### src/rtl/hsh_pkg.sv
package hsh_pkg;
    localparam int HDR_BYTES = 5;
    localparam logic [7:0] OPC_READ  = 8'h0B;
    localparam logic [7:0] OPC_WRITE = 8'h0A;
    localparam logic [7:0] SLV_READY = 8'h02;
    localparam logic [7:0] RD_FILL   = 8'hFF;

    typedef enum logic [1:0] {
        WST_OK        = 2'd0,
        WST_NOT_READY = 2'd1,
        WST_NO_SPACE  = 2'd2
    } wr_stat_e;

    typedef enum logic {OP_RD, OP_WR} op_e;

    typedef enum logic [2:0] {
        ST_IDLE, ST_RST_LOW, ST_RST_WAIT, ST_HDR, ST_PAY, ST_GAP
    } seq_st_e;

    // header reply bytes the sequencer keeps before the final byte arrives
    typedef struct packed {
        logic [7:0] status;
        logic [7:0] space;
        logic [7:0] cnt_lo;
    } hdr_info_t;

    function automatic logic [15:0] clamp_len(logic [15:0] avail, logic [15:0] cap);
        return (avail > cap) ? cap : avail;
    endfunction
endpackage

### src/rtl/hsh_irq_sync.sv
module hsh_irq_sync (
    input  logic clk,
    input  logic rst,
    input  logic irq_in,
    output logic irq_hi,
    output logic irq_rise
);
    logic [2:0] sync_q;

    always_ff @(posedge clk) begin
        if (rst) sync_q <= '0;
        else     sync_q <= {sync_q[1:0], irq_in};
    end

    assign irq_hi   = sync_q[1];
    assign irq_rise = sync_q[1] & ~sync_q[2];
endmodule

### src/rtl/hsh_byte_engine.sv
module hsh_byte_engine #(
    parameter int DIV = 4
) (
    input  logic       clk,
    input  logic       rst,
    input  logic       start,
    input  logic [7:0] tx_byte,
    input  logic       miso,
    output logic       sclk,
    output logic       mosi,
    output logic       busy,
    output logic       done,
    output logic [7:0] rx_byte
);
    localparam int CW = $clog2(DIV + 1);

    logic [CW-1:0] cnt;
    logic [2:0]    bit_idx;
    logic [7:0]    tx_sh;

    always_ff @(posedge clk) begin
        if (rst) begin
            busy <= 1'b0; sclk <= 1'b0; done <= 1'b0;
            cnt <= '0; bit_idx <= '0; tx_sh <= '0; rx_byte <= '0;
        end else begin
            done <= 1'b0;
            if (start && !busy) begin
                busy <= 1'b1; sclk <= 1'b0; cnt <= '0; bit_idx <= '0;
                tx_sh <= tx_byte;
            end else if (busy) begin
                if (cnt == CW'(DIV - 1)) begin
                    cnt <= '0;
                    if (!sclk) begin
                        sclk    <= 1'b1;
                        rx_byte <= {rx_byte[6:0], miso};
                    end else begin
                        sclk <= 1'b0;
                        if (bit_idx == 3'd7) begin
                            busy <= 1'b0;
                            done <= 1'b1;
                        end else begin
                            bit_idx <= bit_idx + 3'd1;
                            tx_sh   <= {tx_sh[6:0], 1'b0};
                        end
                    end
                end else begin
                    cnt <= cnt + CW'(1);
                end
            end
        end
    end

    assign mosi = busy & tx_sh[7];
endmodule

### src/rtl/hsh_seq.sv
module hsh_seq
    import hsh_pkg::*;
#(
    parameter int RX_CAP      = 128,
    parameter int RST_CYC     = 1000,
    parameter int GAP_CYC     = 8,
    parameter int TIMEOUT_CYC = 20_000_000
) (
    input  logic        clk,
    input  logic        rst,
    input  logic        irq_hi,
    input  logic        irq_rise,
    input  logic        rst_req,
    input  logic        wr_req,
    input  logic [7:0]  wr_len,
    input  logic [7:0]  wr_data,
    input  logic        eng_done,
    input  logic [7:0]  eng_rx,
    output logic        eng_start,
    output logic [7:0]  eng_tx,
    output logic        csn,
    output logic        dev_rst_n,
    output logic        wr_take,
    output logic        wr_done,
    output wr_stat_e    wr_status,
    output logic        rx_valid,
    output logic [7:0]  rx_data,
    output logic        rx_done,
    output logic [15:0] rx_len
);
    localparam int TMR_W = $clog2(RST_CYC + GAP_CYC + 2);
    localparam int TO_W  = $clog2(TIMEOUT_CYC + 2);

    seq_st_e    st;
    op_e        op;
    hdr_info_t  info;
    logic [2:0] hdr_idx;
    logic [15:0] pay_len, pay_cnt;
    logic [7:0] wr_len_q;
    logic [TMR_W-1:0] tmr;
    logic [TO_W-1:0]  to_cnt;
    logic wr_pend, rd_edge, rst_pend;
    logic timed_out;
    logic [15:0] avail;

    assign timed_out = (to_cnt >= TO_W'(TIMEOUT_CYC));
    assign avail     = clamp_len({eng_rx, info.cnt_lo}, 16'(RX_CAP));

    always_ff @(posedge clk) begin
        if (rst) begin
            st <= ST_IDLE; op <= OP_RD; info <= '0; hdr_idx <= '0;
            pay_len <= '0; pay_cnt <= '0; wr_len_q <= '0; tmr <= '0; to_cnt <= '0;
            wr_pend <= 1'b0; rd_edge <= 1'b0; rst_pend <= 1'b0;
            eng_start <= 1'b0; eng_tx <= '0; csn <= 1'b1; dev_rst_n <= 1'b1;
            wr_take <= 1'b0; wr_done <= 1'b0; wr_status <= WST_OK;
            rx_valid <= 1'b0; rx_data <= '0; rx_done <= 1'b0; rx_len <= '0;
        end else begin
            eng_start <= 1'b0; wr_take <= 1'b0; wr_done <= 1'b0;
            rx_valid  <= 1'b0; rx_done <= 1'b0;
            if (rst_req) rst_pend <= 1'b1;
            if (wr_req && !wr_pend) begin
                wr_pend <= 1'b1; wr_len_q <= wr_len; to_cnt <= '0;
            end else if (wr_pend && !timed_out) begin
                to_cnt <= to_cnt + TO_W'(1);
            end
            // interrupt edges are only remembered outside a write
            if (irq_rise && !wr_pend) rd_edge <= 1'b1;

            case (st)
                ST_IDLE: begin
                    csn <= 1'b1;
                    if (rst_pend) begin
                        rst_pend <= 1'b0; dev_rst_n <= 1'b0; tmr <= '0; st <= ST_RST_LOW;
                    end else if (wr_pend || rd_edge || irq_hi) begin
                        op      <= wr_pend ? OP_WR : OP_RD;
                        rd_edge <= wr_pend ? rd_edge : 1'b0;
                        eng_tx  <= wr_pend ? OPC_WRITE : OPC_READ;
                        csn <= 1'b0; hdr_idx <= '0; eng_start <= 1'b1; st <= ST_HDR;
                    end
                end
                ST_RST_LOW: begin
                    if (tmr == TMR_W'(RST_CYC - 1)) begin
                        dev_rst_n <= 1'b1; tmr <= '0; st <= ST_RST_WAIT;
                    end else tmr <= tmr + TMR_W'(1);
                end
                ST_RST_WAIT: begin
                    if (tmr == TMR_W'(RST_CYC - 1)) st <= ST_IDLE;
                    else tmr <= tmr + TMR_W'(1);
                end
                ST_HDR: if (eng_done) begin
                    if (hdr_idx != 3'd4) begin
                        if (hdr_idx == 3'd0) info.status <= eng_rx;
                        if (hdr_idx == 3'd1) info.space  <= eng_rx;
                        if (hdr_idx == 3'd3) info.cnt_lo <= eng_rx;
                        hdr_idx <= hdr_idx + 3'd1;
                        eng_tx <= 8'h00; eng_start <= 1'b1;
                    end else begin
                        pay_cnt <= '0; tmr <= '0;
                        if (op == OP_RD) begin
                            if (info.status == SLV_READY && avail != 16'd0) begin
                                pay_len <= avail; eng_tx <= RD_FILL; eng_start <= 1'b1;
                                st <= ST_PAY;
                            end else begin
                                rx_done <= 1'b1; rx_len <= '0; csn <= 1'b1; st <= ST_GAP;
                            end
                        end else if (info.status == SLV_READY && info.space >= wr_len_q) begin
                            if (wr_len_q == 8'd0) begin
                                wr_done <= 1'b1; wr_status <= WST_OK; wr_pend <= 1'b0;
                                csn <= 1'b1; st <= ST_GAP;
                            end else begin
                                pay_len <= {8'd0, wr_len_q}; eng_tx <= wr_data;
                                wr_take <= 1'b1; eng_start <= 1'b1; st <= ST_PAY;
                            end
                        end else begin
                            if (timed_out) begin
                                wr_done <= 1'b1; wr_pend <= 1'b0;
                                wr_status <= (info.status != SLV_READY) ? WST_NOT_READY
                                                                        : WST_NO_SPACE;
                            end
                            csn <= 1'b1; st <= ST_GAP;
                        end
                    end
                end
                ST_PAY: if (eng_done) begin
                    pay_cnt <= pay_cnt + 16'd1;
                    if (op == OP_RD) begin
                        rx_valid <= 1'b1; rx_data <= eng_rx;
                    end
                    if (pay_cnt + 16'd1 == pay_len) begin
                        if (op == OP_RD) begin
                            rx_done <= 1'b1; rx_len <= pay_len;
                        end else begin
                            wr_done <= 1'b1; wr_status <= WST_OK; wr_pend <= 1'b0;
                        end
                        csn <= 1'b1; tmr <= '0; st <= ST_GAP;
                    end else begin
                        eng_tx    <= (op == OP_RD) ? RD_FILL : wr_data;
                        wr_take   <= (op == OP_WR);
                        eng_start <= 1'b1;
                    end
                end
                ST_GAP: begin
                    csn <= 1'b1;
                    if (tmr == TMR_W'(GAP_CYC - 1)) st <= ST_IDLE;
                    else tmr <= tmr + TMR_W'(1);
                end
                default: st <= ST_IDLE;
            endcase
        end
    end
endmodule

### src/rtl/hdr_spi_host.sv
module hdr_spi_host
    import hsh_pkg::*;
#(
    parameter int CLK_DIV     = 4,
    parameter int RX_CAP      = 128,
    parameter int RST_CYC     = 1000,
    parameter int GAP_CYC     = 8,
    parameter int TIMEOUT_CYC = 20_000_000
) (
    input  logic        clk,
    input  logic        rst,
    output logic        spi_sclk,
    output logic        spi_mosi,
    input  logic        spi_miso,
    output logic        spi_csn,
    input  logic        dev_irq,
    output logic        dev_rst_n,
    input  logic        rst_req,
    input  logic        wr_req,
    input  logic [7:0]  wr_len,
    input  logic [7:0]  wr_data,
    output logic        wr_take,
    output logic        wr_done,
    output logic [1:0]  wr_status,
    output logic        rx_valid,
    output logic [7:0]  rx_data,
    output logic        rx_done,
    output logic [15:0] rx_len
);
    logic irq_hi, irq_rise;
    logic eng_start, eng_done, eng_busy;
    logic [7:0] eng_tx, eng_rx;
    wr_stat_e seq_status;

    hsh_irq_sync u_irq (
        .clk(clk), .rst(rst), .irq_in(dev_irq), .irq_hi(irq_hi), .irq_rise(irq_rise)
    );

    hsh_byte_engine #(.DIV(CLK_DIV)) u_eng (
        .clk(clk), .rst(rst), .start(eng_start), .tx_byte(eng_tx), .miso(spi_miso),
        .sclk(spi_sclk), .mosi(spi_mosi), .busy(eng_busy), .done(eng_done), .rx_byte(eng_rx)
    );

    hsh_seq #(
        .RX_CAP(RX_CAP), .RST_CYC(RST_CYC), .GAP_CYC(GAP_CYC), .TIMEOUT_CYC(TIMEOUT_CYC)
    ) u_seq (
        .clk(clk), .rst(rst), .irq_hi(irq_hi), .irq_rise(irq_rise), .rst_req(rst_req),
        .wr_req(wr_req), .wr_len(wr_len), .wr_data(wr_data), .eng_done(eng_done),
        .eng_rx(eng_rx), .eng_start(eng_start), .eng_tx(eng_tx), .csn(spi_csn),
        .dev_rst_n(dev_rst_n), .wr_take(wr_take), .wr_done(wr_done), .wr_status(seq_status),
        .rx_valid(rx_valid), .rx_data(rx_data), .rx_done(rx_done), .rx_len(rx_len)
    );

    assign wr_status = seq_status;
endmodule

### config.mk
export PLATFORM = sky130hd
export DESIGN_NAME = hdr_spi_host
export DESIGN_NICKNAME = d
export VERILOG_FILES = /design/src/rtl/hsh_pkg.sv /design/src/rtl/hsh_irq_sync.sv /design/src/rtl/hsh_byte_engine.sv /design/src/rtl/hsh_seq.sv /design/src/rtl/hdr_spi_host.sv
export SDC_FILE = /design/constraint.sdc
export NUM_CORES = 1
export LEC_CHECK = 0
export ABC_AREA = 1
export ABC_CLOCK_PERIOD_IN_PS = 2100
export BUFFER_PORTS_ARGS = -buffer_cell sky130_fd_sc_hd__buf_2
export CORE_ASPECT_RATIO = 0.6
export CORE_UTILIZATION = 55
export DETAILED_ROUTE_END_ITERATION = 8
export PLACE_DENSITY = 0.82
export SLEW_MARGIN = 0
export SYNTH_ARGS = -nofsm -noshare
export SYNTH_HDL_FRONTEND = slang
export SYNTH_SLANG_ARGS = --single-unit
### constraint.sdc
create_clock -name clk -period 2.1 [get_ports clk]
set_input_delay 0 -clock clk [delete_from_list [all_inputs] [get_ports clk]]
set_output_delay 0 -clock clk [all_outputs]
set_load 0.005 [all_outputs]
**Word level (Yosys, flattened, before mapping)**

Cells that the tools add are included.
W data, S select, Z words.

- Register bits: 178
- Input port bits: 22
- Output and inout bits: 34
- Logic and storage cells: 300

- $add $sub $neg: 6
- $lt $le $gt $ge: 3
- Equal/unequal tests: 46
- Muxes and demuxes: 151
- Bitwise operators: 13
- Reduce and logical (&&, ||, !) cells: 48

Operators by type and width:

| cell | number |
|---|---|
| $mux W16 | 15 |
| $mux W8 | 16 |
| $mux W10 | 8 |
| $mux W1 | 73 |
| $pmux W16 S2 | 2 |
| $pmux W10 S6 | 1 |
| $mux W3 | 15 |
| $reduce_and A4 Y1 | 7 |
| $add A25 B1 Y25 const B | 1 |
| $ge A25 B25 Y1 const B | 1 |
| $ne A2 B2 Y1 const B | 12 |
| $pmux W8 S3 | 1 |
| $reduce_and A8 Y1 | 3 |
| $mux W2 | 10 |
| $ne A2 B1 Y1 const B | 10 |
| $pmux W3 S6 | 1 |
| $reduce_and A9 Y1 | 2 |
| $add A16 B1 Y16 const B | 1 |
| $eq A16 B16 Y1 | 1 |
| $gt A16 B8 Y1 const B | 1 |
| $ne A4 B4 Y1 const B | 4 |
| $reduce_bool A16 Y1 | 1 |
| $reduce_bool A2 Y1 | 7 |
| $eq A3 B2 Y1 const B | 4 |
| other kinds (36) | 70 |

**Longest topological paths before layout**

Gate-level depths: netlist (run 1).

- Depth in word-level cells: 9
- Gate-level depth with buffers: 17

**Modules after synthesis**

A second synthesis (run 1) with hierarchy kept.

- Cell total of the unflattened synthesis: 1401
- Area total of the unflattened synthesis: 9306.4 um2

Modules (own cells, without submodules):

| module | instances | cells an instance | area each (um2) |
|---|---|---|---|
| hsh_seq | 1 | 1231 | 8082.8 |
| hsh_byte_engine | 1 | 160 | 1137.3 |
| hsh_irq_sync | 1 | 10 | 86.3 |

**Least setup slack after synthesis (run 1)**

Ideal clock, no wire load.

- Path type: flip-flop to flip-flop
- Start point: reg u_seq.pay_cnt[0]
- End point: reg u_seq.rx_len[10]
- Arrival time: 1937 ps
- Required time: 1968 ps
- Path slack: 31 ps
- Cell stages (with the launch flop): 16
- Period minus slack after synthesis: 2069 ps
- Cell sequence: dfxtp_1 -> ha_1 -> nand2_1 -> nor2_2 -> nand3b_1 -> nand2_1 -> nand2_1 -> nand2_1 -> nand3_1 -> nor2_1 -> nand3_2 -> nand2_4 -> nand3_4 -> buf_4 -> nand2_1 -> a21oi_1

- Longest elaborated chain between the ends: 4

Ends and longest elaborated chain:

| element | line | text |
|---|---|---|
| start: declaration | hsh_seq.sv:38 | `logic [15:0] pay_len, pay_cnt;` |
| start signal: assignment | hsh_seq.sv:125 | `pay_cnt <= pay_cnt + 16'd1;` |
| $add A16 B1 Y16 | hsh_seq.sv:129 | `if (pay_cnt + 16'd1 == pay_len) begin` |
| $eq A16 B16 Y1 | hsh_seq.sv:129 |  |
| $ne A2 B1 Y1 (no source line) | - |  |
| $reduce_and A8 Y1 (no source line) | - |  |
| end signal: assignment | hsh_seq.sv:56 | `rx_valid <= 1'b0; rx_data <= '0; rx_done <= 1'b0; rx_len <= '0;` |
| end signal: assignment | hsh_seq.sv:104 | `rx_done <= 1'b1; rx_len <= '0; csn <= 1'b1; st <= ST_GAP;` |
| end signal: assignment | hsh_seq.sv:131 | `rx_done <= 1'b1; rx_len <= pay_len;` |
| end: declaration | hsh_seq.sv:29 | `output logic [15:0] rx_len` |

No other way between the ends.
A chain may end at the register's enable or synchronous reset.

**Worst setup path after layout (run 1)**

- Start point: reg u_seq.pay_cnt[1]
- End point: reg u_seq.rx_len[14]

Same word-level chain as after synthesis.

==> results of run 1 <==
-- per-stage QoR --
step	power, mW	setup slack, ps
after floorplan	4.98	31.0
after global placement	5.50	-260
after detailed placement	5.53	-387
after CTS	9.08	-88.2
after global routing	9.74	-428
final	9.33	-339
-- final cells by class --
cell class / instances / area (sq um)
clock buffer: 20 / 457
clock inverter: 12 / 168
fill: 1055 / 3870
inverter: 151 / 576
multi-input combinational: 929 / 5130
sequential: 178 / 3600
tap: 203 / 254
timing repair buffer: 198 / 1490
-- metal layers --
metal	vias to the layer above	track usage, %
met5	-	0
li1	4603	-
met2	442	47.6
met3	69	4.50
met4	0	8.70
met1	4341	42.4
-- cells in the final DEF (no fill, tap or decap), types with 18 or more instances in the layout --
master	n
sky130_fd_sc_hd__nor3_1	30
sky130_fd_sc_hd__inv_1	130
sky130_fd_sc_hd__nand3_1	73
sky130_fd_sc_hd__buf_4	115
sky130_fd_sc_hd__nand2_2	26
sky130_fd_sc_hd__dfxtp_1	159
sky130_fd_sc_hd__nand4_1	31
sky130_fd_sc_hd__o21ai_0	85
sky130_fd_sc_hd__a21oi_1	97
sky130_fd_sc_hd__nand2_1	212
sky130_fd_sc_hd__clkbuf_16	18
sky130_fd_sc_hd__buf_2	55
sky130_fd_sc_hd__nand3_2	18
sky130_fd_sc_hd__nor2_1	205
-- flip-flops by register name (all words and copies together) (netlist names), 10 cells and up --
signal	cells
u_seq.pay_cnt	16
u_seq.tmr	10
u_seq.rx_len	16
u_seq.to_cnt	25
u_seq.pay_len	16
u_seq.info	24
-- how the worst max path moves through the flow --
| stage | startpoint | end | slack (ps) |
|---|---|---|---|
| 2_1_floorplan | u_seq.pay_cnt[0] | u_seq.rx_len[10] | 30 |
| 3_3_place_gp | u_seq.pay_cnt[0] | u_seq.tmr[1] | -260 |
| 3_5_place_dp | u_seq.pay_cnt[0] | u_seq.tmr[1] | -390 |
| 4_1_cts | u_seq.pay_cnt[1] | u_seq.rx_len[5] | -90 |
| 5_1_grt | u_seq.pay_cnt[1] | u_seq.rx_len[14] | -430 |
| 6_report | u_seq.pay_cnt[1] | u_seq.rx_len[14] | -340 |
-- logic make-up (layout without fill, tap and decap cells) --
family	after synthesis	count (layout)	share of synthesized area, %
buffers and inverters	189	381	8.51
DFF	178	178	40.3
adders and majority gates	19	19	2.69
xor gates and xnor gates	15	15	1.65
and+or+nand+nor	656	659	32.5
AOI/OAI and AO/OA	236	236	14.4
-- timing repair --
action,4_1_cts,5_1_grt
gates resized for setup,51,128
pin swaps,22,40
cloned,2,3
endpoints found under the setup margin,50,101
buffers inserted,8,11
hold buffers,16,0
endpoints found under the hold margin,16,0
-- worst max-delay path, cell delays in order, from the launching register on --
cell and delay (ps):
sky130_fd_sc_hd__dfxtp_4 380, sky130_fd_sc_hd__ha_4 170, sky130_fd_sc_hd__nand3_4 80, sky130_fd_sc_hd__nor2_4 160
sky130_fd_sc_hd__nand3b_1 130, sky130_fd_sc_hd__nand2_1 110, sky130_fd_sc_hd__nand2_1 80, sky130_fd_sc_hd__nand2_2 100
sky130_fd_sc_hd__nand3_4 80, sky130_fd_sc_hd__nor2_4 140, sky130_fd_sc_hd__nand3_4 140, sky130_fd_sc_hd__a21oi_4 290
sky130_fd_sc_hd__buf_12 180, sky130_fd_sc_hd__nand3_1 120, sky130_fd_sc_hd__a21oi_1 190
-- where the power goes --
part           switching, mW  internal [mW]
Sequential             0.121           3.56
Clock                   1.46           1.97
Combinational           1.39          0.826
==> flow_results.xml, run 1 <==
<?xml version="1.0" encoding="UTF-8"?>
<metrics>
  <group name="detailed_routing">
    <metric name="total_via_count_after_detailed_routing" unit="">9455</metric>
    <metric name="met3_wirelength" unit="mm">2.28</metric>
    <metric name="drt_first_pass_iters" unit="">7</metric>
    <metric name="detailedRoute.firstIterationViolations" unit="">935</metric>
    <metric name="drtAntennaViolNets" unit="">0</metric>
    <metric name="detail_route.wl_per_cell" unit="microns">15.6</metric>
    <metric name="remaining_drc_errors" unit="">1</metric>
    <metric name="vias_per_cell" unit="">5.59</metric>
    <metric name="routed-wl-met2" unit="mm">11.9</metric>
    <metric name="maxUsedRoutingLayer" unit="">met4</metric>
    <metric name="routed_wl" unit="mm">26.4</metric>
    <metric name="routedLengthMet1" unit="mm">11.6</metric>
  </group>
  <group name="timing">
    <metric name="layout_setup_ws" unit="ps">-339</metric>
    <metric name="finalCriticalPeriod" unit="ps">2440</metric>
    <metric name="maxSlewHeadroom" unit="%">43.0</metric>
    <metric name="timing.final.max_slew_violations" unit="">0</metric>
    <metric name="min_period_over_period" unit="%">116</metric>
    <metric name="worst_pin_slew" unit="ps">855</metric>
    <metric name="setup_viol" unit="">55</metric>
    <metric name="finClkSkew" unit="ps">13.7</metric>
    <metric name="fmax" unit="GHz">0.410</metric>
    <metric name="hold_viol_final" unit="">0</metric>
    <metric name="setup-tns-final" unit="ps">-8970</metric>
    <metric name="rsz0062_at_grt" unit="">true</metric>
    <metric name="finalHoldWorstSlack" unit="ps">64.8</metric>
  </group>
  <group name="floorplan">
    <metric name="die_w" unit="microns">166</metric>
    <metric name="die-height" unit="microns">100</metric>
    <metric name="num_rows" unit="">35</metric>
    <metric name="die_area" unit="sq um">16600</metric>
    <metric name="initial_standard_cell_utilization_of_the_core" unit="%">56.9</metric>
    <metric name="pin_count" unit="">56</metric>
    <metric name="placeableCoreArea" unit="sq um">15500</metric>
  </group>
  <group name="worst_hold_path">
    <metric name="worst_hold_path.num_cells" unit="">5</metric>
    <metric name="hold_end" unit="">u_seq.eng_tx[3]</metric>
    <metric name="worstHoldPathType" unit="">input port to flop</metric>
    <metric name="min-delay-start" unit="">wr_data[3]</metric>
  </group>
  <group name="yosys">
    <metric name="syn_nets" unit="">1334</metric>
    <metric name="synthMostInstantiatedCell" unit="">sky130_fd_sc_hd__nand2_1</metric>
    <metric name="yosysTopAreaCell" unit="">sky130_fd_sc_hd__dfxtp_1</metric>
    <metric name="ys_warn_count" unit="">0</metric>
    <metric name="async_flop_share" unit="%">0</metric>
    <metric name="syn_avg_cell_area" unit="sq um">6.84</metric>
    <metric name="yosysUniqueCellTypes" unit="">48</metric>
    <metric name="synth-seq-area-share" unit="%">40.3</metric>
    <metric name="postSynthRegisterBits" unit="">178</metric>
    <metric name="synth_cells" unit="">1293</metric>
    <metric name="synth.top_cells.by_area" unit="">sky130_fd_sc_hd__dfxtp_1 (40%), sky130_fd_sc_hd__nand2_1 (10%), sky130_fd_sc_hd__nor2_1 (9.3%)</metric>
    <metric name="synthDominantCellAreaShare" unit="%">40.3</metric>
    <metric name="ys_dominant_reg_cell" unit="">sky130_fd_sc_hd__dfxtp_1</metric>
    <metric name="synth_enable_flop_cells" unit="">0</metric>
    <metric name="mappedNetlistArea" unit="sq um">8850</metric>
    <metric name="synth_common_cells" unit="">sky130_fd_sc_hd__nand2_1 (238), sky130_fd_sc_hd__nor2_1 (219), sky130_fd_sc_hd__dfxtp_1 (178), sky130_fd_sc_hd__inv_1 (143), sky130_fd_sc_hd__a21oi_1 (109)</metric>
  </group>
  <group name="power">
    <metric name="power-per-cell-area" unit="nW/um^2">799</metric>
    <metric name="vdd_drop_max" unit="V">0.000772</metric>
    <metric name="leakagePower" unit="nW">4.84</metric>
  </group>
  <group name="clock_network">
    <metric name="htreeDepth" unit="">4</metric>
    <metric name="clk-insertion-delay-late" unit="ps">430</metric>
    <metric name="clockBufferDepth" unit="">2</metric>
    <metric name="clk_transition_reported_paths" unit="ps">70</metric>
    <metric name="numCtsBuffers" unit="">17</metric>
    <metric name="ctsRootBufferMaster" unit="">sky130_fd_sc_hd__clkbuf_16</metric>
    <metric name="cts_tree" unit="">built</metric>
    <metric name="clock_sink_count" unit="">178</metric>
  </group>
  <group name="global_route">
    <metric name="antenna_found_initial" unit="">0</metric>
    <metric name="grt_pass1_vias" unit="">8379</metric>
    <metric name="gr-total-overflow" unit="">0</metric>
    <metric name="grt_first_pass_wirelength" unit="mm">40.6</metric>
    <metric name="global_route.usage.total" unit="%">30.0</metric>
    <metric name="grt_start_max_net_pins" unit="">69</metric>
  </group>
  <group name="worst_setup_path">
    <metric name="rrSetupSlack" unit="ps">-340</metric>
    <metric name="required" unit="ps">2440</metric>
    <metric name="reg2reg_to" unit="">u_seq.rx_len[14]</metric>
    <metric name="crit_path_start_kind" unit="">flop</metric>
    <metric name="timing.reg2reg.worst_path_depth" unit="">14</metric>
    <metric name="worst-endpoint-arrival" unit="ps">2780</metric>
    <metric name="timing.critical_path.to_type" unit="">flop</metric>
    <metric name="critical_path_start_end_classification" unit="">flop to flop</metric>
    <metric name="critical_path.reg2reg.startpoint" unit="">u_seq.pay_cnt[1]</metric>
    <metric name="crit_fanout" unit="">8</metric>
  </group>
  <group name="place">
    <metric name="dpl-instance-area" unit="sq um">10000</metric>
    <metric name="gpl.final_weighted_congestion" unit="">0.918</metric>
    <metric name="placedCellCount" unit="">1621</metric>
    <metric name="portBuffers" unit="">55</metric>
    <metric name="place.detailed.hpwl" unit="mm">16.2</metric>
  </group>
  <group name="final_layout">
    <metric name="area_growth_syn_to_layout" unit="%">32.0</metric>
    <metric name="final_util" unit="%">75.1</metric>
    <metric name="antenna-diode-count" unit="">0</metric>
    <metric name="fin_area" unit="sq um">11700</metric>
    <metric name="final_layout_size_suffix_gt1_share" unit="%">25.4</metric>
    <metric name="nets" unit="">1516</metric>
    <metric name="count_of_non_filler_cells_in_the_finished_layout" unit="">1691</metric>
  </group>
  <group name="run_status">
    <metric name="violations" unit="">design-rule violations, negative setup slack</metric>
    <metric name="run_status" unit="">finished, violations left</metric>
  </group>
  <group name="job">
    <metric name="maxCapViolCount" unit="">0</metric>
  </group>
</metrics>
(Power assumes the default switching activity.)
==> run 2, diff against run 1 <==
--- a/config.mk
+++ b/config.mk
@@ -6,12 +6,13 @@
 export NUM_CORES = 1
 export LEC_CHECK = 0
 export ABC_AREA = 1
-export ABC_CLOCK_PERIOD_IN_PS = 2100
+export ABC_CLOCK_PERIOD_IN_PS = 2500
 export BUFFER_PORTS_ARGS = -buffer_cell sky130_fd_sc_hd__buf_2
 export CORE_ASPECT_RATIO = 0.6
-export CORE_UTILIZATION = 55
+export CORE_UTILIZATION = 60
+export CTS_CLUSTER_DIAMETER = 200
 export DETAILED_ROUTE_END_ITERATION = 8
-export PLACE_DENSITY = 0.82
+export PLACE_DENSITY = 0.85
 export SLEW_MARGIN = 0
 export SYNTH_ARGS = -nofsm -noshare
 export SYNTH_HDL_FRONTEND = slang
==> constraint.sdc (replaced) <==
create_clock -name clk -period 2.5 [get_ports clk]
set_input_delay 0 -clock clk [delete_from_list [all_inputs] [get_ports clk]]
set_output_delay 0 -clock clk [all_outputs]
set_load 0.005 [all_outputs]
==> run 2 against run 1 <==
The run now ends clean. Combinational power shrank 33%. Clock power shrank 18%. Sequential power shrank 16%. Sequential share of layout area grew 3.8 points. Highest routed layer unchanged.
==> flow_results.xml, run 2 (same netlist as run 1, synthesis figures left out) <==
<?xml version="1.0" encoding="UTF-8"?>
<metrics>
  <group name="timing">
    <metric name="setup-tns-final" unit="ps">0</metric>
    <metric name="setup_viol" unit="">0</metric>
    <metric name="finalCriticalPeriod" unit="ps">2410</metric>
    <metric name="timing.final.max_slew_violations" unit="">0</metric>
    <metric name="hold_viol_final" unit="">0</metric>
    <metric name="worst_pin_slew" unit="ps">618</metric>
    <metric name="min_period_over_period" unit="%">96.4</metric>
    <metric name="finClkSkew" unit="ps">12.1</metric>
    <metric name="maxSlewHeadroom" unit="%">58.8</metric>
    <metric name="layout_setup_ws" unit="ps">89.8</metric>
    <metric name="fmax" unit="GHz">0.415</metric>
  </group>
  <group name="power">
    <metric name="leakagePower" unit="nW">4.23</metric>
    <metric name="report.power.total" unit="mW">7.38</metric>
    <metric name="power-per-cell-area" unit="nW/um^2">716</metric>
    <metric name="vdd_drop_max" unit="V">0.000597</metric>
  </group>
  <group name="place">
    <metric name="place_ws" unit="ps">-103</metric>
    <metric name="place.detailed.hpwl" unit="mm">15.8</metric>
    <metric name="placedCellCount" unit="">1531</metric>
    <metric name="gpl.final_weighted_congestion" unit="">0.936</metric>
    <metric name="portBuffers" unit="">55</metric>
  </group>
  <group name="final_layout">
    <metric name="nFillCells" unit="">1120</metric>
    <metric name="largest_register_ffs" unit="">25</metric>
    <metric name="mostFrequentLayoutCells" unit="">sky130_fd_sc_hd__nand2_1 (236), sky130_fd_sc_hd__nor2_1 (216), sky130_fd_sc_hd__dfxtp_1 (169), sky130_fd_sc_hd__inv_1 (142), sky130_fd_sc_hd__a21oi_1 (108)</metric>
    <metric name="area_growth_syn_to_layout" unit="%">16.6</metric>
    <metric name="layout_top_registers" unit="">u_seq.to_cnt (25), u_seq.info (24)</metric>
    <metric name="count_of_non_filler_cells_in_the_finished_layout" unit="">1584</metric>
    <metric name="antenna-diode-count" unit="">0</metric>
    <metric name="layout.area.seq" unit="sq um">3570</metric>
    <metric name="nets" unit="">1420</metric>
    <metric name="final_layout_size_suffix_gt1_share" unit="%">12.8</metric>
    <metric name="final_common_cell" unit="">sky130_fd_sc_hd__nand2_1</metric>
    <metric name="multi_input_area" unit="sq um">4610</metric>
    <metric name="largest_register" unit="">u_seq.to_cnt</metric>
  </group>
  <group name="detailed_routing">
    <metric name="total_via_count_after_detailed_routing" unit="">8873</metric>
    <metric name="detail_route.wl_per_cell" unit="microns">14.5</metric>
    <metric name="met3_wirelength" unit="mm">1.80</metric>
    <metric name="remaining_drc_errors" unit="">0</metric>
    <metric name="routed_wl" unit="mm">23.0</metric>
    <metric name="maxUsedRoutingLayer" unit="">met4</metric>
    <metric name="drt_first_pass_iters" unit="">5</metric>
    <metric name="detailedRoute.firstIterationViolations" unit="">955</metric>
    <metric name="routed-wl-met2" unit="mm">10.0</metric>
    <metric name="vias_per_cell" unit="">5.60</metric>
    <metric name="drtAntennaViolNets" unit="">0</metric>
    <metric name="routedLengthMet1" unit="mm">10.8</metric>
  </group>
  <group name="worst_setup_path">
    <metric name="worstPathCellList" unit="">nand3_1 -&gt; o21ai_1 -&gt; nand2_1 -&gt; nand2_1 -&gt; nand2_1 -&gt; nor2_1 -&gt; nand2_1 -&gt; nor2_2 -&gt; nand3_4 -&gt; a21oi_4 -&gt; buf_12 -&gt; nand3_1 -&gt; a21oi_2</metric>
    <metric name="critical_path.reg2reg.startpoint" unit="">u_seq.pay_cnt[2]</metric>
    <metric name="worstSetupStartpoint" unit="">u_seq.pay_cnt[2]</metric>
    <metric name="timing.critical_path.to_type" unit="">flop</metric>
    <metric name="worst_path_max_delay_cell" unit="">sky130_fd_sc_hd__dfxtp_1</metric>
    <metric name="worst-endpoint-arrival" unit="ps">2770</metric>
    <metric name="required" unit="ps">2860</metric>
    <metric name="worst_path_most_repeated_cell" unit="">sky130_fd_sc_hd__nand2_1</metric>
    <metric name="crit_fanout" unit="">16</metric>
    <metric name="critical_path_start_end_classification" unit="">flop to flop</metric>
    <metric name="crit_path_start_kind" unit="">flop</metric>
    <metric name="critical_path.max_stage_delay" unit="ps">440</metric>
  </group>
  <group name="clock_network">
    <metric name="numCtsBuffers" unit="">17</metric>
    <metric name="ctsRootBufferMaster" unit="">sky130_fd_sc_hd__clkbuf_16</metric>
    <metric name="clk-insertion-delay-late" unit="ps">440</metric>
    <metric name="htreeDepth" unit="">4</metric>
    <metric name="cts_tree" unit="">built</metric>
    <metric name="clockBufferDepth" unit="">2</metric>
    <metric name="clock_sink_count" unit="">178</metric>
    <metric name="clk_transition_reported_paths" unit="ps">70</metric>
  </group>
  <group name="global_route">
    <metric name="gr-total-overflow" unit="">0</metric>
    <metric name="grt_pass1_vias" unit="">7965</metric>
    <metric name="global_route.usage.total" unit="%">30.8</metric>
    <metric name="antenna_found_initial" unit="">0</metric>
    <metric name="grt_first_pass_wirelength" unit="mm">37.9</metric>
    <metric name="grt_start_max_net_pins" unit="">42</metric>
  </group>
  <group name="floorplan">
    <metric name="pin_count" unit="">56</metric>
    <metric name="initial_standard_cell_utilization_of_the_core" unit="%">63.2</metric>
    <metric name="die_area" unit="sq um">15200</metric>
    <metric name="num_rows" unit="">33</metric>
    <metric name="die_w" unit="microns">159</metric>
    <metric name="placeableCoreArea" unit="sq um">14000</metric>
    <metric name="die-height" unit="microns">96.1</metric>
  </group>
  <group name="job">
    <metric name="maxCapViolCount" unit="">0</metric>
  </group>
  <group name="worst_hold_path">
    <metric name="worstHoldPathType" unit="">input port to flop</metric>
    <metric name="min-delay-start" unit="">wr_data[7]</metric>
  </group>
  <group name="run_status">
    <metric name="run_status" unit="">finished clean</metric>
  </group>
</metrics>
-- run 2: changes by cell type in the layout (fill, tap and decap cells not counted), moves of 8 or more --
cell                      change
sky130_fd_sc_hd__nor2_1      +11
sky130_fd_sc_hd__inv_2       -11
sky130_fd_sc_hd__a21oi_1     +11
sky130_fd_sc_hd__nor2_4      -11
sky130_fd_sc_hd__nand3_1     +20
sky130_fd_sc_hd__dfxtp_1     +10
sky130_fd_sc_hd__nand2_1     +24
sky130_fd_sc_hd__inv_1       +12
sky130_fd_sc_hd__nand2_2     -20
sky130_fd_sc_hd__nand3_2     -15
sky130_fd_sc_hd__a21oi_2     -11
sky130_fd_sc_hd__ha_4         -8
sky130_fd_sc_hd__buf_4       -84
-- run 2: path summary, 6_finish.rpt --
path | cells past startpoint | end | slack, ps
min reg2reg | 2 | u_irq.sync_q[1] | 410
max reg2reg | 13 | u_seq.rx_len[6] | 90
max | 13 | u_seq.rx_len[6] | 90
min | 5 | u_seq.eng_tx[7] | 20
-- run 2: layer usage --
layer,global-route usage (%),vias to the layer above
met4,10.4,0
li1,-,4397
met2,48.5,389
met1,42.6,4039
met5,0,-
met3,5.90,48
-- run 2: power by group --
| part | internal [mW] | total [mW] | switching [mW] | leakage, nW |
|---|---|---|---|---|
| combinational | 0.494 | 1.48 | 0.986 | 2.48 |
| clock | 1.52 | 2.80 | 1.27 | 0.300 |
| sequential | 3.00 | 3.11 | 0.109 | 1.45 |
| total | 5.02 | 7.38 | 2.37 | 4.23 |
-- run 2: what timing repair did --
| item | CTS | global route |
|---|---|---|
| gates cloned | 0 | 1 |
| gates resized for setup | 1 | 25 |
| setup endpoints to repair | 1 | 44 |
| pin swaps | 0 | 6 |
| hold buffers | 16 | 0 |
| buffers inserted | 0 | 4 |
| hold endpoints to repair | 16 | 0 |
-- run 2: final cells by class --
class,count,share of cell area (%)
Multi-Input combinational cell,927,44.7
Clock buffer,17,4.12
Inverter,151,5.49
Clock inverter,15,1.86
Sequential cell,178,34.7
Timing Repair Buffer,104,6.86
Tap cell,192,2.33
-- run 2: through the flow --
step	util (%)	cell area, sq um	hold WS (ps)
floorplan	-	8850	107
global placement	67.3	9420	214
detailed placement	67.3	9420	218
CTS	72.9	10200	0.0137
global route	73.7	10300	57.2
finish	73.7	10300	17.4
-- run 2: critical path: cells and delay by family, from the launching register on --
family	cells	cell delay, ps
and+or+nand+nor	9	1090
buffers and inverters	1	160
AOI/OAI and AO/OA	3	640
DFF	1	440
==> run 3, diff against run 2 <==
--- a/config.mk
+++ b/config.mk
@@ -9,6 +9,7 @@
 export ABC_CLOCK_PERIOD_IN_PS = 2500
 export BUFFER_PORTS_ARGS = -buffer_cell sky130_fd_sc_hd__buf_2
 export CORE_ASPECT_RATIO = 0.6
+export CORE_MARGIN = 2
 export CORE_UTILIZATION = 60
 export CTS_CLUSTER_DIAMETER = 200
 export DETAILED_ROUTE_END_ITERATION = 8
==> run 3 against run 2 <==
Largest cell class unchanged. Final area increased by 0.33%. Non-clock buffer count up 1. Flip-flop and latch count did not move. Critical path depth is 2 higher. Register-to-register slack got worse by 30 ps. Critical endpoint is now u_seq.tmr[0].
==> flow_results.xml, run 3 (same netlist as run 1, synthesis figures left out) <==
<?xml version="1.0" encoding="UTF-8"?>
<metrics>
  <group name="power">
    <metric name="leakagePower" unit="nW">4.22</metric>
    <metric name="vdd_drop_max" unit="V">0.000517</metric>
    <metric name="power-per-cell-area" unit="nW/um^2">703</metric>
  </group>
  <group name="global_route">
    <metric name="antenna_found_initial" unit="">0</metric>
    <metric name="grt_pass1_vias" unit="">7939</metric>
    <metric name="grt_first_pass_wirelength" unit="mm">37.4</metric>
    <metric name="gr-total-overflow" unit="">0</metric>
    <metric name="global_route.usage.total" unit="%">28.9</metric>
    <metric name="grt_start_max_net_pins" unit="">69</metric>
  </group>
  <group name="run_status">
    <metric name="run_status" unit="">finished clean</metric>
  </group>
  <group name="place">
    <metric name="gpl.final_weighted_congestion" unit="">0.954</metric>
    <metric name="place.detailed.hpwl" unit="mm">15.6</metric>
    <metric name="place_ws" unit="ps">28.2</metric>
    <metric name="portBuffers" unit="">55</metric>
  </group>
  <group name="worst_setup_path">
    <metric name="crit_path_start_kind" unit="">flop</metric>
    <metric name="critical_path_start_end_classification" unit="">flop to flop</metric>
    <metric name="worstPathCellList" unit="">buf_4 -&gt; nand2_1 -&gt; nor2_2 -&gt; nand4_1 -&gt; nand2_1 -&gt; nand2_1 -&gt; nand2_1 -&gt; nand2_1 -&gt; nor2_4 -&gt; nand3_4 -&gt; nand2_8 -&gt; buf_8 -&gt; buf_4 -&gt; nand4_1 -&gt; a21oi_1</metric>
    <metric name="critical_path.reg2reg.startpoint" unit="">u_seq.pay_cnt[7]</metric>
    <metric name="critical_path.max_stage_delay" unit="ps">370</metric>
    <metric name="timing.critical_path.to_type" unit="">flop</metric>
    <metric name="required" unit="ps">2870</metric>
    <metric name="worst-endpoint-arrival" unit="ps">2800</metric>
    <metric name="worst_path_max_delay_cell" unit="">sky130_fd_sc_hd__dfxtp_1</metric>
    <metric name="crit_fanout" unit="">7</metric>
    <metric name="worst_path_most_repeated_cell" unit="">sky130_fd_sc_hd__nand2_1</metric>
    <metric name="worstSetupStartpoint" unit="">u_seq.pay_cnt[7]</metric>
  </group>
  <group name="timing">
    <metric name="fmax" unit="GHz">0.410</metric>
    <metric name="layout_setup_ws" unit="ps">63.8</metric>
    <metric name="timing.final.max_slew_violations" unit="">0</metric>
    <metric name="setup_viol" unit="">0</metric>
    <metric name="maxSlewHeadroom" unit="%">49.1</metric>
    <metric name="finalCriticalPeriod" unit="ps">2440</metric>
    <metric name="worst_pin_slew" unit="ps">763</metric>
    <metric name="hold_viol_final" unit="">0</metric>
    <metric name="min_period_over_period" unit="%">97.4</metric>
    <metric name="finClkSkew" unit="ps">11.6</metric>
    <metric name="finalHoldWorstSlack" unit="ps">23.0</metric>
  </group>
  <group name="floorplan">
    <metric name="placeableCoreArea" unit="sq um">14500</metric>
    <metric name="die-height" unit="microns">98.1</metric>
    <metric name="die_w" unit="microns">161</metric>
    <metric name="initial_standard_cell_utilization_of_the_core" unit="%">61.2</metric>
    <metric name="die_area" unit="sq um">15800</metric>
    <metric name="num_rows" unit="">34</metric>
    <metric name="pin_count" unit="">56</metric>
  </group>
  <group name="final_layout">
    <metric name="mostFrequentLayoutCells" unit="">sky130_fd_sc_hd__nand2_1 (237), sky130_fd_sc_hd__nor2_1 (213), sky130_fd_sc_hd__dfxtp_1 (170), sky130_fd_sc_hd__inv_1 (142), sky130_fd_sc_hd__a21oi_1 (109)</metric>
    <metric name="final_common_cell" unit="">sky130_fd_sc_hd__nand2_1</metric>
    <metric name="largest_register_ffs" unit="">25</metric>
    <metric name="largest_register" unit="">u_seq.to_cnt</metric>
    <metric name="nets" unit="">1421</metric>
    <metric name="final_util" unit="%">71.6</metric>
    <metric name="final_layout_size_suffix_gt1_share" unit="%">13.1</metric>
    <metric name="area_growth_syn_to_layout" unit="%">17.0</metric>
    <metric name="layout_top_registers" unit="">u_seq.to_cnt (25), u_seq.info (24)</metric>
    <metric name="nFillCells" unit="">1161</metric>
    <metric name="antenna-diode-count" unit="">0</metric>
  </group>
  <group name="worst_hold_path">
    <metric name="min-delay-start" unit="">wr_data[3]</metric>
    <metric name="worstHoldPathType" unit="">input port to flop</metric>
  </group>
  <group name="clock_network">
    <metric name="clockBufferDepth" unit="">2</metric>
    <metric name="htreeDepth" unit="">4</metric>
    <metric name="clk-insertion-delay-late" unit="ps">440</metric>
    <metric name="clk_transition_reported_paths" unit="ps">80</metric>
    <metric name="clock_sink_count" unit="">178</metric>
    <metric name="ctsRootBufferMaster" unit="">sky130_fd_sc_hd__clkbuf_16</metric>
    <metric name="cts_tree" unit="">built</metric>
    <metric name="numCtsBuffers" unit="">17</metric>
  </group>
  <group name="job">
    <metric name="maxCapViolCount" unit="">0</metric>
  </group>
  <group name="detailed_routing">
    <metric name="total_via_count_after_detailed_routing" unit="">8934</metric>
    <metric name="detailedRoute.firstIterationViolations" unit="">930</metric>
    <metric name="routed_wl" unit="mm">23.1</metric>
    <metric name="vias_per_cell" unit="">5.62</metric>
    <metric name="drt_first_pass_iters" unit="">7</metric>
    <metric name="remaining_drc_errors" unit="">0</metric>
    <metric name="detail_route.wl_per_cell" unit="microns">14.5</metric>
    <metric name="drtAntennaViolNets" unit="">0</metric>
  </group>
</metrics>
==> run 3: through the flow <==
step	cells	power (mW)	instance area, sq um	setup TNS [ps]
after floorplan	1293	4.18	8850	0
after global placement	1537	4.52	9430	0
after detailed placement	1537	4.56	9430	0
after CTS	1585	7.17	10200	0
after global routing	1591	7.59	10300	-1630
final	1591	7.28	10300	0
==> run 3: where the power goes <==
group / switching, mW / leakage (nW) / internal [mW]
Clock: 1.29 / 0.282 / 1.35
Combinational: 1.00 / 2.50 / 0.522
Sequential: 0.115 / 1.45 / 3.00
==> run 3: metal layers <==
metal / vias up / track usage, % / part of all wire (%)
li1: 4398 / - / -
met1: 4106 / 40.6 / 46
met2: 392 / 45.2 / 44
met3: 38 / 5.10 / 7.8
met4: 0 / 9.55 / 1.6
met5: - / 0 / 0
==> run 3: timing repair <==
action / in CTS / in global routing
setup endpoints to repair: 1 / 44
pin swaps: 0 / 10
hold endpoints to repair: 16 / 0
buffers inserted: 0 / 5
hold buffers: 16 / 0
resized for setup: 2 / 34
cloned: 0 / 1
==> run 3: cell type report <==
| cell class | instances | area [sq um] | share of cell area, % |
|---|---|---|---|
| Inverter | 151 | 567 | 5.48 |
| Tap cell | 198 | 248 | 2.39 |
| Multi-Input combinational cell | 927 | 4660 | 45.0 |
| Clock inverter | 14 | 141 | 1.37 |
| Timing Repair Buffer | 105 | 723 | 6.99 |
| Clock buffer | 18 | 439 | 4.24 |
| Sequential cell | 178 | 3580 | 34.6 |
==> run 3: final timing paths <==
path | end | slack, ps | cells after the start
setup reg to reg | u_seq.tmr[0] | 60 | 15
hold reg to reg | u_irq.sync_q[1] | 420 | 2
hold / removal | u_seq.eng_tx[3] | 20 | 5
setup / recovery | u_seq.tmr[0] | 60 | 15
==> run 3: critical path, delay by kind of cell, from the launching register on <==
family	cells	cell delay, ps
compound gates	1	150
simple gates	11	1380
buf+inv	3	440
flops	1	370
